==> src/rtl/rtc_time_counter.sv <==
module rtc_time_counter (
  input  logic        clk_rtc,
  input  logic        por_n,
  input  logic        cal_mode,
  input  logic        tick_en,
  input  logic        clear_strobe,
  input  logic        load_strobe,
  input  logic [42:0] load_value,
  output logic [42:0] time_q
);
  localparam logic [42:0] CAL_START = {6'd1, 3'd1, 8'd0, 4'd1, 5'd1, 5'd0, 6'd0, 6'd0};

  wire [5:0] sec   = time_q[5:0];
  wire [5:0] mins  = time_q[11:6];
  wire [4:0] hour  = time_q[16:12];
  wire [4:0] day   = time_q[21:17];
  wire [3:0] month = time_q[25:22];
  wire [7:0] year  = time_q[33:26];
  wire [2:0] wday  = time_q[36:34];
  wire [5:0] week  = time_q[42:37];

  wire leap = (year[1:0] == 2'd0) && (year != 8'd100) && (year != 8'd200);

  logic [4:0] month_len;
  always_comb begin
    case (month)
      4'd2:                       month_len = leap ? 5'd29 : 5'd28;
      4'd4, 4'd6, 4'd9, 4'd11:    month_len = 5'd30;
      default:                    month_len = 5'd31;
    endcase
  end

  wire sec_top  = sec >= 6'd59;
  wire min_top  = mins >= 6'd59;
  wire hour_top = hour >= 5'd23;
  wire day_top  = day >= month_len;
  wire mon_top  = month >= 4'd12;
  wire wday_top = wday >= 3'd7;
  wire week_top = week >= 6'd52;

  wire go_min  = sec_top;
  wire go_hour = go_min & min_top;
  wire go_day  = go_hour & hour_top;
  wire go_mon  = go_day & day_top;
  wire go_year = go_mon & mon_top;

  wire [5:0] n_sec   = sec_top ? 6'd0 : sec + 6'd1;
  wire [5:0] n_min   = go_min  ? (min_top  ? 6'd0 : mins + 6'd1) : mins;
  wire [4:0] n_hour  = go_hour ? (hour_top ? 5'd0 : hour + 5'd1) : hour;
  wire [4:0] n_day   = go_day  ? (day_top  ? 5'd1 : day + 5'd1)  : day;
  wire [3:0] n_month = go_mon  ? (mon_top  ? 4'd1 : month + 4'd1) : month;
  wire [7:0] n_year  = go_year ? year + 8'd1 : year;
  wire [2:0] n_wday  = go_day  ? (wday_top ? 3'd1 : wday + 3'd1) : wday;
  wire [5:0] n_week  = go_year ? 6'd1 :
                       (go_day && wday_top && !week_top) ? week + 6'd1 : week;

  wire [42:0] cal_next = {n_week, n_wday, n_year, n_month, n_day, n_hour, n_min, n_sec};

  always_ff @(posedge clk_rtc or negedge por_n) begin
    if (!por_n)            time_q <= CAL_START;
    else if (clear_strobe) time_q <= cal_mode ? CAL_START : 43'd0;
    else if (load_strobe)  time_q <= load_value;
    else if (tick_en)      time_q <= cal_mode ? cal_next : time_q + 43'd1;
  end

  assert_hold_R2: assert property (@(posedge clk_rtc) disable iff (!por_n)
    (!tick_en && !load_strobe && !clear_strobe) |=> $stable(time_q));

  assert_bin_step_R3: assert property (@(posedge clk_rtc) disable iff (!por_n)
    (!cal_mode && tick_en && !load_strobe && !clear_strobe) |=> (time_q == $past(time_q) + 43'd1));

  assert_sec_range_R4: assert property (@(posedge clk_rtc) disable iff (!por_n)
    (cal_mode && tick_en && !load_strobe && !clear_strobe && sec < 6'd59) |=> (time_q[5:0] == $past(sec) + 6'd1));

  assert_hour_range_R5: assert property (@(posedge clk_rtc) disable iff (!por_n)
    (cal_mode && tick_en && !load_strobe && !clear_strobe && hour <= 5'd23) |=> (time_q[16:12] <= 5'd23));

  assert_load_R11: assert property (@(posedge clk_rtc) disable iff (!por_n)
    (load_strobe && !clear_strobe) |=> (time_q == $past(load_value)));

  assert_clear_R12: assert property (@(posedge clk_rtc) disable iff (!por_n)
    (clear_strobe && !cal_mode) |=> (time_q == 43'd0));
endmodule

==> config.mk <==
export PLATFORM = sky130hd
export DESIGN_NAME = rtc_time_counter
export DESIGN_NICKNAME = d
export VERILOG_FILES = /design/src/rtl/rtc_time_counter.sv
export SDC_FILE = /design/constraint.sdc
export NUM_CORES = 1
export LEC_CHECK = 0
export ABC_AREA = 1
export CAP_MARGIN = 20
export CORE_ASPECT_RATIO = 0.5
export CORE_MARGIN = 4
export CORE_UTILIZATION = 59
export DETAILED_ROUTE_END_ITERATION = 10
export DONT_BUFFER_PORTS = 1
export GPL_TIMING_DRIVEN = 0
export HOLD_SLACK_MARGIN = 0.05
export PLACE_DENSITY = 0.79
export SLEW_MARGIN = 15
export SYNTH_ARGS = -nofsm -noshare
export SYNTH_HDL_FRONTEND = slang
export SYNTH_SLANG_ARGS = --single-unit
==> constraint.sdc <==
create_clock -name clk_rtc -period 2.95 [get_ports clk_rtc]
set_input_delay 0.295 -clock clk_rtc [delete_from_list [all_inputs] [get_ports clk_rtc]]
set_output_delay 0.295 -clock clk_rtc [all_outputs]
set_load 0.01 [all_outputs]
# Word-level counts from Yosys, hierarchy flattened
# Cells that the tools add are included.
# word_totals
register_bits	43
inputBits	49
output_inout_bits	43
word_cells	75
# op_classes
n_addsub	9
magnitude_cmp	7
n_eq_ne	13
muxes	21
bitwise_logic	4
n_reduce_logical	14
# op_table
cell	count
43-bit two-way mux	4
43-bit by 1-bit adder with 43-bit output (second input constant)	1
38-bit two-way mux	1
6-bit two-way mux	5
5-bit two-way mux	4
4-bit by 1-bit inequality test with 1-bit output (second input constant)	5
6-bit by 1-bit adder with 6-bit output (second input constant)	3
6-bit >= comparator (second input constant)	3
2-bit AND reduction	6
5-bit by 1-bit adder with 5-bit output (second input constant)	2
8-bit by 1-bit adder with 8-bit output (second input constant)	1
4-bit by 3-bit == test with 1-bit output (second input constant)	2
4-bit == test (second input constant)	2
4-bit two-way mux	2
8-bit two-way mux	1
8-bit by 7-bit inequality test with 1-bit output (second input constant)	1
8-bit inequality test (second input constant)	1
3-bit two-way mux	2
5-bit >= comparator	1
5-bit >= comparator (second input constant)	1
5-bit by 1-bit inequality test with 1-bit output (second input constant)	1
4-bit by 1-bit adder with 4-bit output (second input constant)	1
1-bit AND	4
4-bit by 2-bit == test with 1-bit output (second input constant)	1
10 further kinds	13

# Longest topological paths before layout
# Gate-level depths: netlist of the first run.
# depth
word_depth	13
depth_mapped	17
ltp_nobuf	16

# Least setup slack after synthesis of the first run
# No wires, ideal clock.
# synth_timing
kind	register to register
startpoint	register time_q[22]
endpoint	register time_q[37]
setup_time_ps	77
t_arrival_ps	2382
required_time_ps	2873
setup_slack_ps	491
path_stages_with_launch	15
n_path_buf	0
period_less_slack_ps	2459
cell_sequence	dfstp_2 > inv_1 > ha_1 > o21ai_0 > a21oi_1 > a21oi_1 > ha_1 > o21ai_0 > a21oi_4 > nand3_4 > nand3_2 > nand2_2 > nand2_1 > o21ai_1 > nand2_1
# synth_between
elab_chain_len	11
# synth_rtl
element	line	source
start: declaration	9	output logic [42:0] time_q
start signal: assignment	61	else if (clear_strobe) time_q <= cal_mode ? CAL_START : 43'd0;
start signal: assignment	62	else if (load_strobe) time_q <= load_value;
start signal: assignment	63	else if (tick_en) time_q <= cal_mode ? cal_next : time_q + 43'd1;
4-bit by 3-bit == test with 1-bit output or 4-bit == test (tied branches)	26	case (month)
4-bit OR reduction	26	
2-bit case mux with 2 select lines	26	
5-bit >= comparator	36	wire day_top = day >= month_len;
1-bit AND	44	wire go_mon = go_day & day_top;
1-bit AND	45	wire go_year = go_mon & mon_top;
6-bit two-way mux	54	wire [5:0] n_week = go_year ? 6'd1 :
43-bit two-way mux (2 in series)	63	
43-bit two-way mux	62	
43-bit two-way mux	61	
# Parallel ways exist; a longest one is shown, timed or not. The select of a mux whose other input is x is not followed.
# A chain may end at the register's enable or synchronous reset.

# Worst setup path after layout of the first run
# layout_timing
startpoint	register time_q[22]
endpoint	register time_q[33]
# layout_between
elab_chain_len	8
# layout_rtl
element	line
4-bit by 3-bit == test with 1-bit output or 4-bit == test (tied branches)	26
4-bit OR reduction	26
2-bit case mux with 2 select lines	26
5-bit >= comparator	36
1-bit AND	44
1-bit AND	45
4-bit by 1-bit inequality test with 1-bit output (no line)	--
2-bit AND reduction (no line)	--
# Parallel ways exist; a longest one is shown, timed or not. The select of a mux whose other input is x is not followed.

==> summary.md, run 1 <==
| Metric | Value |
|---|---|
| Drt first-iter violations | `739` |
| Number of fill cells | `764` |
| WL final | `16540 um` |
| Share of layout cells above drive strength 1 | `0.07905` |
| Critical Path Start | `time_q[22]` |
| Worst hold path class | `in2reg` |
| Grt peak-use layer | `met1` |
| Router iterations before antenna repair | `8` |
| Fin crit period | `2688 ps` |
| GRT Overall Usage | `0.3552` |
| PwrDens | `388.4 nW/um^2` |
| Largest net degree at the start of global routing | `44` |
| Syn Area/Cell | `5.999 sq um` |
| Most flops, register | `time_q` |
| Die height | `69.71 um` |
| CP Cell Sequence | `inv_1 -> ha_1 -> o21ai_0 -> a21oi_1 -> a21oi_1 -> ha_1 -> o21ai_2 -> a21oi_4 -> nand3_4 -> nand2_2 -> nand2_4 -> nor2_1 -> o21ai_1 -> nand2_1` |
| Startpoint Class | `register` |
| Critical Path Slowest Stage Cell | `dfstp_2` |
| H-tree levels | `2` |
| GRT met2 Usage | `0.4946` |
| Met3 usage | `0.1072` |
| Slowest stage delay, CP | `620 ps` |
| Antenna Nets Post-Route | `0` |
| Max-cap violations | `0` |
| Final worst slack | `262.2 ps` |
| Worst reg-to-reg path cell count | `14` |
| RR Endpoint | `time_q[33]` |
| Starting Density | `0.6113` |
| # DRC | `0` |
| Cell Area, Synth | `4493 sq um` |
| Clock transition at the registers of the reported paths | `70 ps` |
| Post-synthesis cell type count | `47` |
| Worst endpoint data arrival time | `2930 ps` |
| Critical Path Sink | `time_q[33]` |
| Crit end category | `register` |
| Detailed placer's ending HPWL | `12560 um` |
| Port buffer count | `0` |
| Post-CTS setup buffers | `0` |
| Top post-synthesis cells by count | `244 x nand2_1, 129 x nor2_1, 62 x inv_1, 54 x o21ai_0, 40 x nand3_1` |
| NetSw | `730.4 uW` |
| Area leader, netlist | `dfrtp_1` |
| Top post-synthesis cells by area | `dfrtp_1 22%, nand2_1 20%, nor2_1 11%, o21ai_0 6.0%, inv_1 5.2%` |
| Boundary Pins | `92` |
| GR Overflow Total | `0` |
| Worst Hold Launch | `load_value[10]` |
| Ys async rst share | `1.000` |
| Die X | `131.4 um` |
| Final setup fails | `0` |
| Row cnt | `22` |
| Post-DR wirelength/cell | `19.34 um` |
| Most common cell in the synthesized netlist | `nand2_1` |
| FF-to-FF setup slack | `260 ps` |
| Sw Share | `0.3925` |
| Cell Int Power | `1131 uW` |
| Sequential element share of the synthesized area | `0.2406` |
| Mapped Cells | `749` |
| Worst-Margin Slew | `796.3 ps` |
| Vias in the first global route | `4596` |
| Vias per cell | `6.049` |
| Ant. Diodes | `0` |
| Flop pwr share | `0.435` |
| Slew HR | `0.4691` |
| Tcrit/Tclk final | `0.9111` |
| Worst R2R Start | `time_q[22]` |
| Final Instance Area | `4792 sq um` |
| Fin Setup TNS | `0 ps` |
| Post-DP Area | `4613 sq um` |
| Clk network pwr share | `0.305` |
| Core ar. | `7350 sq um` |
| Crit Path Max Fanout | `8` |
| Crit path required time | `3190 ps` |
| Status | `finished, final reports clean` |
| Count of clock tree sinks | `43` |
| P_leak | `0.002156 uW` |
| Synth top area share | `0.2172` |
| Fin. Hold Viols | `0` |
| DP Worst Slack | `119.0 ps` |
| Post-Syn Nets | `814` |
| Root buf cell | `clkbuf_16` |
| Post-synth top flop | `dfrtp_1` |
| M1 GR Usage | `0.5304` |
| Number of antenna violations at the first check in global routing | `0` |
| Syn. warnings | `0` |
| Highest clock rate | `372.0 MHz` |
| Total clock buffers created by CTS | `5` |
| Clk_lat worst skew | `300 ps` |
| Die ar. | `9160 sq um` |
| Placed Cells | `845` |
| RSZ-0062 raised after global routing | `false` |
| Hold slack | `147.7 ps` |
| Routability cong. | `1.015` |
| Max Clock Skew | `6.588 ps` |
| Non-Filler Instances | `855` |
| Logic gate share of total power | `0.260` |
| Top Registers | `time_q x43` |
| Area delta synth->final | `6.656%` |
| Setup Crit Path Kind | `reg2reg` |
| Number of synthesized flops with an enable pin | `0` |
| First-pass GRT wire length | `25450 um` |
| Vias | `5172` |
| Max FFs per register | `43` |
| #FFs+latches synth | `43` |
| CTS tree | `done` |
| Peak VDD IR | `208.2 uV` |
| Longest Clk Path Bufs | `2` |
| Net count, final | `823` |
| Slew Limit Fails | `0` |
[cell type report]
class,instances,area [sq um],area share
multi-input cells,619,3079,0.6426
flip-flops and latches,43,1081,0.2256
inverters,69,259.0,0.05405
clock buffers,7,132.6,0.02768
well taps,96,120.1,0.02507
plain buffers,18,77.57,0.01619
repair buffers,2,37.54,0.007833
clock inverters,1,5.005,0.001044
[cell families after synthesis]
group                    Yosys count  synth area share
AND/OR/NAND/NOR                  470            0.4567
AO/OA/AOI/OAI                    114            0.1462
buffers and inverters             87           0.07491
flip-flops                        43            0.2406
XOR/XNOR                          19           0.03704
adder cells (fa/ha/maj)           16           0.04456
[critical path, delay by kind of cell, from the launching register on]
family	cells	cell delay (ps)
and+or+nand+nor	5	620
adders and majority gates	2	390
AOI/OAI and AO/OA	6	860
buffers and inverters	1	130
DFF	1	620
[stage by stage]
stage                     power (uW)  utilization
after detailed placement        1264       0.6277
after global placement          1253       0.6277
after global routing            1960       0.6520
final                           1861       0.6520
after floorplan                 1118            -
after CTS                       1839       0.6515
[routing by layer]
metal | share of wire | wire length, um
met5 | 0 | 0
met4 | 0.019 | 310
met3 | 0.16 | 2593
met2 | 0.40 | 6586
met1 | 0.43 | 7044
[timing repair]
item                                   CTS  global route
setup endpoints to repair                0            11
resized for setup                        0             4
hold buffers                             2             0
endpoints found under the hold margin   43             0
[power groups by stage]
| stage | Clock [uW] | Sequential (uW) | Combinational (uW) |
|---|---|---|---|
| 3_5_place_dp | 0 | 817 | 447 |
| 4_1_cts | 563 | 807 | 469 |
| 6_report | 567 | 810 | 484 |
| 3_3_place_gp | 0 | 816 | 437 |
| 5_1_grt | 595 | 821 | 545 |
| 2_1_floorplan | 0 | 775 | 343 |
[layout by cell type, fill, tap and decap left out, types with 7 or more instances in the layout]
cell type and n:
a21oi_1 28, clkbuf_1 13, dfrtp_1 39, ha_1 16, inv_1 62, inv_2 7, nand2_1 244, nand3_1 40
nand4_1 16, nor2_1 129, nor2_2 10, o21ai_0 52, o21ai_1 9, xor2_1 16
[how the worst min path moves through the flow]
stage	endpoint	slack [ps]	depth (start not counted)
6_report	time_q[10]	150	2
5_1_grt	time_q[18]	160	2
4_1_cts	time_q[10]	160	2
3_5_place_dp	time_q[24]	0.5	0
3_3_place_gp	time_q[24]	0.4	0
2_1_floorplan	time_q[0]	-0.6	0
(Power assumes the default switching activity.)
==> run 2: changes to the inputs <==
- ABC_AREA: 1 -> 0
- GPL_TIMING_DRIVEN: 0 -> default
==> summary.md, run 2 <==
| Metric | Value |
|---|---|
| Status | `finished, final reports clean` |
| Antenna Nets Post-Route | `0` |
| Synth top area share | `0.2621` |
| Total power | `1823 uW` |
| Worst hold path class | `in2reg` |
| Top Registers | `time_q x43` |
| Ant. Diodes | `0` |
| Detailed placer's ending HPWL | `8789 um` |
| Vias per cell | `6.694` |
| H-tree levels | `2` |
| Drt first-iter violations | `545` |
| Sequential element share of the synthesized area | `0.2903` |
| Net count, final | `580` |
| Top post-synthesis cells by area | `dfrtp_1 26%, o21ai_0 7.8%, nand2_1 6.1%, ha_1 5.4%, nor2_1 5.1%` |
| Crit end category | `register` |
| Tcrit/Tclk final | `0.9356` |
| Post-CTS setup buffers | `0` |
| Root buf cell | `clkbuf_16` |
| Share of layout cells above drive strength 1 | `0.1260` |
| Post-Syn Nets | `562` |
| Post-synthesis compound-gate area fraction | `0.2947` |
| PwrDens | `429.5 nW/um^2` |
| Peak VDD IR | `337.9 uV` |
| Routability cong. | `0.9845` |
| Crit Path Max Fanout | `7` |
| Top post-synthesis cells by count | `61 x nand2_1, 58 x o21ai_0, 51 x nor2_1, 39 x dfrtp_1, 35 x a21oi_1` |
| Post-synthesis adder-cell area fraction | `0.05376` |
| #FFs+latches synth | `43` |
| Worst-Margin Slew | `954.3 ps` |
| Area leader, netlist | `dfrtp_1` |
| Synth Area in XOR/XNOR | `0.01882` |
| Max Clock Skew | `5.891 ps` |
| First-pass GRT wire length | `18970 um` |
| Core ar. | `6081 sq um` |
| Commonest non-fill, non-tap cells in the layout | `61 x nand2_1, 52 x o21ai_0, 50 x nor2_1` |
| Number of synthesized flops with an enable pin | `0` |
| Vias in the first global route | `3675` |
| Syn. warnings | `0` |
| Clk_lat worst skew | `300 ps` |
| Count of clock tree sinks | `43` |
| Die height | `64.18 um` |
| Slew HR | `0.3614` |
| Number of antenna violations at the first check in global routing | `0` |
| Slew Limit Fails | `0` |
| Startpoint Class | `register` |
| Area delta synth->final | `13.98%` |
| Starting Density | `0.6123` |
| Most flops, register | `time_q` |
| P_leak | `0.001703 uW` |
| Port buffer count | `0` |
| Router iterations before antenna repair | `6` |
| Cell Area, Synth | `3724 sq um` |
| Max-cap violations | `0` |
| Post-synth top flop | `dfrtp_1` |
| Post-synthesis mux area share | `0.01109` |
| Most common cell in the synthesized netlist | `nand2_1` |
| Largest family of logic cells by synthesized area | `compound AO/OA/AOI/OAI gates` |
| Longest Clk Path Bufs | `2` |
| Post-synthesis cell type count | `65` |
| Die X | `120.4 um` |
| RSZ-0062 raised after global routing | `false` |
| Fin Setup TNS | `0 ps` |
| Final worst slack | `189.9 ps` |
| Highest clock rate | `362.3 MHz` |
| # DRC | `0` |
| GRT Overall Usage | `0.3098` |
| Mapped Cells | `497` |
| Final Instance Area | `4244 sq um` |
| Post-DR wirelength/cell | `19.81 um` |
| Most common cell after layout, fill and taps aside | `nand2_1` |
| Boundary Pins | `92` |
| Syn Area/Cell | `7.492 sq um` |
| GR Overflow Total | `0` |
| Row cnt | `20` |
| Number of fill cells | `512` |
| Max FFs per register | `43` |
| Worst endpoint data arrival time | `2960 ps` |
| CTS tree | `done` |
| Fin crit period | `2760 ps` |
| Largest net degree at the start of global routing | `49` |
| Fin. Hold Viols | `0` |
| Ys async rst share | `1.000` |
| Setup Crit Path Kind | `reg2reg` |
| Hold slack | `64.18 ps` |
| Final setup fails | `0` |
| Die ar. | `7723 sq um` |
| Clock transition at the registers of the reported paths | `60 ps` |
| DP Worst Slack | `147.2 ps` |
| Vias | `4043` |
| Post-DP Area | `3994 sq um` |
| Crit path required time | `3150 ps` |
| Total clock buffers created by CTS | `5` |
| Post-synthesis simple-gate area fraction | `0.2917` |
| WL final | `11960 um` |
[run 2: cell types whose count changed after synthesis, sizes merged, moves of 9 or more]
cell / change
nand2: -192
nor2: -91
inv: -55
nand3: -23
xor2: -14
nor3: +12
and3: +11
clkbuf: +10
nand4: -9
[run 2: worst paths after layout]
kind                              startpoint    endpoint  slack, ps  depth (start not counted)
worst max-delay path              time_q[22]  time_q[30]        190                         15
worst min-delay path            clear_strobe   time_q[4]         60                          1
worst max register to register    time_q[22]  time_q[30]        190                         15
worst min register to register    time_q[22]  time_q[22]        540                          2
max in group asynchronous              por_n  time_q[34]       2180                          2
min in group asynchronous              por_n  time_q[23]        490                          2
[run 2: critical path: stages, from the launching register on]
cell,delay (ps)
dfstp_2,560
buf_6,130
ha_1,140
nor2_1,50
nor3b_2,200
a211oi_2,60
ha_1,270
nand2b_1,90
a21oi_1,60
buf_4,150
nor4_4,270
buf_4,230
o21bai_4,90
a31oi_1,180
o21ai_1,70
o311ai_1,90
[run 2: final cells by class]
class                   count  area, sq um  area share
multi-input cells         415         2530      0.5961
flip-flops and latches     43         1081      0.2547
well taps                  88        110.1     0.02594
inverters                  14        52.55     0.01238
repair buffers             36        296.5     0.06987
clock inverters             2        35.03    0.008255
clock buffers               6        138.9     0.03272
[run 2: report_power, final]
group          internal, uW  total, uW  switching [uW]
logic                   167        388             221
registers               648        760             112
clock network           422        674             253
[run 2: timing repair]
action	CTS	global route
hold endpoints to repair	43	0
gates resized for setup	0	14
setup endpoints to repair	0	12
hold buffers	2	0
[run 2: cells by family after synthesis]
| logic type | after synthesis |
|---|---|
| AOI/OAI and AO/OA | 173 |
| xor gates and xnor gates | 8 |
| adders and majority gates | 16 |
| buffers and inverters | 39 |
| DFF | 43 |
| muxes | 4 |
| and+or+nand+nor | 214 |
[run 2: per-layer routing]
layer | vias up | part of all wire | wire length [um] | global-route usage
li1 | 1898 | - | - | -
met1 | 1885 | 0.45 | 5339 | 0.4433
met2 | 243 | 0.43 | 5124 | 0.4661
met3 | 17 | 0.11 | 1308 | 0.08134
met4 | 0 | 0.016 | 192 | 0.07910
met5 | - | 0 | 0 | 0
[run 2: stage by stage]
step,std cells,util
3_3_place_gp,594,0.6568
5_1_grt,604,0.6979
2_1_floorplan,497,-
3_5_place_dp,594,0.6568
4_1_cts,604,0.6916
6_report,604,0.6979
